==> src/rtl/dram_page_pkg.sv <==
package dram_page_pkg;
  typedef enum logic {
    ROW_IDLE = 1'b0,
    ROW_OPEN = 1'b1
  } row_state_e;

  function automatic int unsigned idx_w(input int unsigned n);
    return (n > 1) ? $clog2(n) : 1;
  endfunction
endpackage

==> src/rtl/dram_cell_array.sv <==
module dram_cell_array #(
  parameter int unsigned ROWS  = 4,
  parameter int unsigned COLS  = 4,
  parameter int unsigned WIDTH = 8,
  localparam int unsigned ROW_W = dram_page_pkg::idx_w(ROWS),
  localparam int unsigned LINE_W = COLS * WIDTH
) (
  input  logic              clk_i,
  input  logic              rst_ni,
  input  logic [ROW_W-1:0]  rd_row_i,
  output logic [LINE_W-1:0] rd_line_o,
  input  logic              wb_en_i,
  input  logic [ROW_W-1:0]  wb_row_i,
  input  logic [LINE_W-1:0] wb_line_i
);
  logic [LINE_W-1:0] mem_q [ROWS];

  for (genvar r = 0; r < ROWS; r++) begin : g_row
    always_ff @(posedge clk_i or negedge rst_ni) begin
      if (!rst_ni)                                       mem_q[r] <= '0;
      else if (wb_en_i && (wb_row_i == ROW_W'(r)))       mem_q[r] <= wb_line_i;
    end
  end

  assign rd_line_o = mem_q[rd_row_i];
endmodule

==> src/rtl/dram_row_buffer.sv <==
module dram_row_buffer #(
  parameter int unsigned COLS  = 4,
  parameter int unsigned WIDTH = 8,
  localparam int unsigned COL_W = dram_page_pkg::idx_w(COLS),
  localparam int unsigned LINE_W = COLS * WIDTH
) (
  input  logic              clk_i,
  input  logic              rst_ni,
  input  logic              load_en_i,
  input  logic [LINE_W-1:0] load_line_i,
  input  logic              wr_en_i,
  input  logic [COL_W-1:0]  wr_col_i,
  input  logic [WIDTH-1:0]  wr_data_i,
  input  logic [COL_W-1:0]  rd_col_i,
  output logic [WIDTH-1:0]  rd_data_o,
  output logic [LINE_W-1:0] line_o
);
  logic [WIDTH-1:0] lane_q [COLS];

  for (genvar c = 0; c < COLS; c++) begin : g_lane
    always_ff @(posedge clk_i or negedge rst_ni) begin
      if (!rst_ni)                                    lane_q[c] <= '0;
      else if (load_en_i)                             lane_q[c] <= load_line_i[c*WIDTH +: WIDTH];
      else if (wr_en_i && (wr_col_i == COL_W'(c)))    lane_q[c] <= wr_data_i;
    end
    assign line_o[c*WIDTH +: WIDTH] = lane_q[c];
  end

  assign rd_data_o = lane_q[rd_col_i];
endmodule

==> src/rtl/dram_strobe_ctrl.sv <==
module dram_strobe_ctrl #(
  parameter int unsigned ROWS = 4,
  parameter int unsigned COLS = 4,
  localparam int unsigned ROW_W  = dram_page_pkg::idx_w(ROWS),
  localparam int unsigned COL_W  = dram_page_pkg::idx_w(COLS),
  localparam int unsigned ADDR_W = (ROW_W > COL_W) ? ROW_W : COL_W
) (
  input  logic              clk_i,
  input  logic              rst_ni,
  input  logic              row_strobe_ni,
  input  logic              col_strobe_ni,
  input  logic [ADDR_W-1:0] addr_i,
  input  logic              we_i,
  output logic              load_en_o,
  output logic              wb_en_o,
  output logic [ROW_W-1:0]  open_row_o,
  output logic              buf_we_o,
  output logic [COL_W-1:0]  col_sel_o,
  output logic              col_active_o,
  output logic              row_open_o,
  output logic              err_o
);
  import dram_page_pkg::*;

  row_state_e state_q;
  logic [ROW_W-1:0] row_q;
  logic [COL_W-1:0] col_q;
  logic col_hi_q, col_act_q, err_q;
  logic open, row_act, col_fall, col_ok;

  assign open     = (state_q == ROW_OPEN);
  assign row_act  = !row_strobe_ni;
  assign col_fall = !col_strobe_ni && col_hi_q;
  assign col_ok   = col_fall && open && row_act;

  assign load_en_o = !open && row_act;
  assign wb_en_o   = open && !row_act;
  assign buf_we_o  = col_ok && we_i;

  always_ff @(posedge clk_i or negedge rst_ni) begin
    if (!rst_ni) begin
      state_q   <= ROW_IDLE;
      row_q     <= '0;
      col_q     <= '0;
      col_hi_q  <= 1'b1;
      col_act_q <= 1'b0;
      err_q     <= 1'b0;
    end else begin
      col_hi_q <= col_strobe_ni;
      if (load_en_o) begin
        state_q <= ROW_OPEN;
        row_q   <= addr_i[ROW_W-1:0];
      end else if (wb_en_o) begin
        state_q <= ROW_IDLE;
      end
      if (col_ok) col_q <= addr_i[COL_W-1:0];
      if (col_strobe_ni || wb_en_o) col_act_q <= 1'b0;
      else if (col_ok)              col_act_q <= 1'b1;
      // stray column strobe: flag it, touch nothing else
      if (col_fall && !col_ok) err_q <= 1'b1;
    end
  end

  assign open_row_o   = row_q;
  assign col_sel_o    = col_q;
  assign col_active_o = col_act_q;
  assign row_open_o   = open;
  assign err_o        = err_q;
endmodule

==> src/rtl/dram_page_array.sv <==
module dram_page_array #(
  parameter int unsigned ROWS  = 4,
  parameter int unsigned COLS  = 4,
  parameter int unsigned WIDTH = 8,
  localparam int unsigned ROW_W  = dram_page_pkg::idx_w(ROWS),
  localparam int unsigned COL_W  = dram_page_pkg::idx_w(COLS),
  localparam int unsigned ADDR_W = (ROW_W > COL_W) ? ROW_W : COL_W,
  localparam int unsigned LINE_W = COLS * WIDTH
) (
  input  logic              clk_i,
  input  logic              rst_ni,
  input  logic              row_strobe_ni,
  input  logic              col_strobe_ni,
  input  logic [ADDR_W-1:0] addr_i,
  input  logic              we_i,
  input  logic [WIDTH-1:0]  wdata_i,
  output logic [WIDTH-1:0]  rdata_o,
  output logic              proto_err_o
);
  logic              load_en, wb_en, buf_we, col_active, row_open;
  logic [ROW_W-1:0]  open_row;
  logic [COL_W-1:0]  col_sel;
  logic [LINE_W-1:0] arr_line, buf_line;
  logic [WIDTH-1:0]  buf_rd;

  dram_strobe_ctrl #(.ROWS(ROWS), .COLS(COLS)) u_ctrl (
    .clk_i, .rst_ni, .row_strobe_ni, .col_strobe_ni, .addr_i, .we_i,
    .load_en_o(load_en), .wb_en_o(wb_en), .open_row_o(open_row),
    .buf_we_o(buf_we), .col_sel_o(col_sel), .col_active_o(col_active),
    .row_open_o(row_open), .err_o(proto_err_o)
  );

  // load reads the row being opened straight off the bus
  dram_cell_array #(.ROWS(ROWS), .COLS(COLS), .WIDTH(WIDTH)) u_array (
    .clk_i, .rst_ni,
    .rd_row_i(addr_i[ROW_W-1:0]), .rd_line_o(arr_line),
    .wb_en_i(wb_en), .wb_row_i(open_row), .wb_line_i(buf_line)
  );

  dram_row_buffer #(.COLS(COLS), .WIDTH(WIDTH)) u_buf (
    .clk_i, .rst_ni,
    .load_en_i(load_en), .load_line_i(arr_line),
    .wr_en_i(buf_we), .wr_col_i(addr_i[COL_W-1:0]), .wr_data_i(wdata_i),
    .rd_col_i(col_sel), .rd_data_o(buf_rd), .line_o(buf_line)
  );

  assign rdata_o = col_active ? buf_rd : '0;
endmodule

==> config.mk <==
export PLATFORM = sky130hd
export DESIGN_NAME = dram_page_array
export DESIGN_NICKNAME = d
export VERILOG_FILES = /design/src/rtl/dram_page_pkg.sv /design/src/rtl/dram_cell_array.sv /design/src/rtl/dram_row_buffer.sv /design/src/rtl/dram_strobe_ctrl.sv /design/src/rtl/dram_page_array.sv
export SDC_FILE = /design/constraint.sdc
export NUM_CORES = 1
export LEC_CHECK = 0
export ABC_AREA = 1
export BUFFER_PORTS_ARGS = -buffer_cell sky130_fd_sc_hd__buf_2
export CORE_ASPECT_RATIO = 1.4
export CORE_UTILIZATION = 25
export DETAILED_ROUTE_END_ITERATION = 10
export HOLD_SLACK_MARGIN = 0.12
export PLACE_DENSITY_LB_ADDON = 0.1
export SYNTH_ARGS = -nofsm -noshare
export SYNTH_HDL_FRONTEND = slang
export SYNTH_HIERARCHICAL = 1
export SYNTH_SLANG_ARGS = --single-unit
==> constraint.sdc <==
create_clock -name clk_i -period 2.54 [get_ports clk_i]
set_input_delay 0.508 -clock clk_i [delete_from_list [all_inputs] [get_ports clk_i]]
set_output_delay 0.508 -clock clk_i [all_outputs]
set_load 0.01 [all_outputs]
==> results.yml <==
outcome:
  status: "finished, final reports clean"
logic_synthesis:
  yosys-top-cells-area: "dfrtp_1 45%, nand2_1 22%, inv_1 7.8%, nand3_1 7.0%, nand4_1 4.3%"
  synth_edf_count: 0
  synth_cell_type_count: 26
  syn-cell-area_sq_um: 9311
  synth_compound_area_share_pct: 4.448
  synthMuxAreaShare_pct: 0
  synth_top_area_cell: "dfrtp_1"
  syn_nets: 1290
  ys_top_cells_by_count: "557 x nand2_1, 193 x inv_1, 167 x dfrtp_1"
  synthSimpleGateAreaFrac_pct: 36.56
  synth_seq_cells: 168
  netlist_instances: 1273
  ys_async_sr_fraction_pct: 100.0
  synthFlopType: "dfrtp_1"
  synth_top_cell_area_share_pct: 44.88
  synth_top_family_by_area: "simple AND/OR/NAND/NOR gates"
  seq_area_frac_synth_pct: 45.16
  synth-xor-area-share_pct: 0
  synth.most_common_cell: "nand2_1"
  syn_avg_cell_area_sq_um: 7.315
  yosys_warnings: 6
  synth_adder_area_share_pct: 0.2687
worst_setup_path:
  cp-end-kind: "output pin"
  cp_num_buf_inv: 3
  crit_chain: "buf_4, o211ai_1, nand2_1, nand2_1, inv_1, buf_2"
  crit_required_ns: 2.03
  path_common_cell: "nand2_1"
  worst-endpoint-arrival_ns: 1.80
  critPathTopFamily: "buffers and inverters"
  crit_slowest_cell: "o211ai_1"
  path_max_fanout: 33
  worstSetupPathType: "register to output pin"
  crit_path_start_kind: "register"
  max_stage_delay_ns: 0.38
placed_design:
  io_buffers: 23
  dpl.hpwl_um: 21050
  gp_congestion: 0.7659
sta:
  rsz0062_at_grt: "no"
  tns_ns: 0
  hold-worst-slack_ns: 0.1933
  drv_slew: 0
  tightest_slew_ns: 0.5375
  fmax_mhz: 434.1
  min_period_over_period_pct: 90.70
  setup_violations: 0
  final_hold_viol_count: 0
  final.setup_skew_ns: 0.01086
  period_needed_ns: 2.304
  slew_headroom_pct: 64.16
power_and_ir_drop:
  combPwrFrac_pct: 34.2
  power.internal_mw: 6.804
  p_sw_share_pct: 42.68
  power_density_nw_per_um2: 1130
  seqPwrFrac_pct: 41.7
  power_frac_clock_pct: 24.1
  p_leak_nw: 5.721
  net-switching-power_mw: 5.067
  peakVddDrop_mv: 0.5431
floorplanning:
  dieWidth_um: 165.1
  die_area_sq_um: 38030
  start_util_pct: 25.40
  die_h_um: 230.4
  ios: 24
  placementRows: 83
  core_area_sq_um: 36660
clocking:
  clock_path_buffers: 2
  root_buffer: "clkbuf_16"
  cts_tree: "built"
  cts_resized: 0
  cts_buffers: 17
  path_clk_slew_ns: 0.06
  cts_htree_levels: 4
  cts.sinks: 168
  clk_latency_ns: 0.45
drt:
  vias_per_cell: 4.556
  drt_wl_total_um: 32890
  wire_per_inst_um: 18.74
  first_pass_iters: 5
  drt_iter0_drc: 472
  drc: 0
  via_count: 7995
  antenna_left: 0
grt:
  grt_overflow_total: 0
  antenna_found_initial: 0
  globalRouteTotalUtil_pct: 18.27
  grt_max_degree: 73
  grt_pass1_wl_um: 50780
  grt_pass1_vias: 7909
job:
  max-cap-violations: 0
final_layout:
  final_nets: 1292
  drive_above_1_share_pct: 12.03
  syn_to_final_growth_pct: 12.78
  insertedDiodeCount: 0
min_path:
  hold_path_class: "input port to register"
repair_timing:
action,4_1_cts,5_1_grt
setup endpoints to repair,0,0
hold endpoints to repair,38,0
hold buffers,1,0
setup buffers,0,0
cell type report:
| cell class | instances | area [sq um] |
|---|---|---|
| Clock buffer | 20 | 446.7 |
| Clock inverter | 12 | 175.2 |
| Fill cell | 4011 | 26160 |
| Inverter | 199 | 747.0 |
| Multi-Input combinational cell | 830 | 3856 |
| Sequential cell | 168 | 4208 |
| Tap cell | 467 | 584.3 |
| Timing Repair Buffer | 59 | 484.2 |
layer usage:
layer	up-vias	GRT usage [%]	wire, um
met5	-	0	0
met4	0	6.393	844
met3	35	2.282	754
met2	119	31.92	16700
met1	3924	22.75	14590
li1	3917	-	-
registers in the layout, summed over array words and instances (netlist names):
name,flops
u_ctrl/col_hi_q,1
u_buf/line_o,32
u_ctrl/err_o,1
u_ctrl/col_sel_o,2
u_array/mem_q,128
u_ctrl/row_open_o,1
u_ctrl/open_row_o,2
u_ctrl/col_active_o,1
layout by cell type (no fill, tap or decap), types with 5 or more instances in the layout:
master / instances
nand2_1: 557
inv_1: 193
dfrtp_1: 165
nand3_1: 130
nand4_1: 64
o21ai_2: 32
buf_4: 28
buf_2: 22
clkbuf_16: 17
o211ai_1: 16
nand2_4: 9
buf_12: 7
inv_2: 6
nand2_2: 6
nand3_2: 5
cells by family (layout without fill, tap and decap cells):
family / after synthesis / count (layout)
adder cells (fa/ha/maj): 2 / 2
AND/OR/NAND/NOR: 778 / 778
buffers and inverters: 275 / 290
AO/OA/AOI/OAI: 50 / 50
flip-flops: 168 / 168
path summary, 6_finish.rpt:
| kind | startpoint | end | slack (ns) | cells after the start |
|---|---|---|---|---|
| worst max-delay path | u_ctrl/col_sel_o[0] | rdata_o[7] | 0.24 | 6 |
| worst min-delay path | col_strobe_ni | u_ctrl/col_hi_q | 0.19 | 1 |
| worst max register to register | u_ctrl/col_hi_q | u_buf/line_o[24] | 0.69 | 9 |
| worst min register to register | u_ctrl/err_o | u_ctrl/err_o | 0.46 | 2 |
| max in group asynchronous | rst_ni | u_array/mem_q[26] | 1.24 | 3 |
| min in group asynchronous | rst_ni | u_array/mem_q[17] | 0.57 | 2 |
power groups by stage:
stage,registers [mW],logic (mW),clock network [mW]
final,4.95,4.06,2.86
after floorplan,4.47,3.09,0
after CTS,4.98,4.12,2.95
after global routing,5.14,4.64,3.03
after global placement,5.01,4.08,0
after detailed placement,5.01,4.11,0
per-stage QoR:
| stage | worst slack, ns | utilization [%] | power [mW] | instances | area, sq um |
|---|---|---|---|---|---|
| after floorplan | 0.9987 | - | 7.567 | 1273 | 9311 |
| after global placement | 0.6027 | 26.92 | 9.096 | 1722 | 9869 |
| after detailed placement | 0.5711 | 26.92 | 9.126 | 1722 | 9869 |
| after CTS | 0.2224 | 28.65 | 12.05 | 1755 | 10500 |
| after global routing | 0.1340 | 28.65 | 12.81 | 1755 | 10500 |
| final | 0.2361 | 28.65 | 11.87 | 1755 | 10500 |
worst reg2reg max path, cell delays in order (launching register included):
cell	delay, ns
dfstp_2	0.51
inv_1	0.05
nor2_4	0.13
nand2_4	0.08
nor2_1	0.10
buf_4	0.16
nand3_2	0.27
nand2_2	0.32
nand2_1	0.10
nand2_1	0.06
No activity file was read; power rests on OpenSTA's default activity.
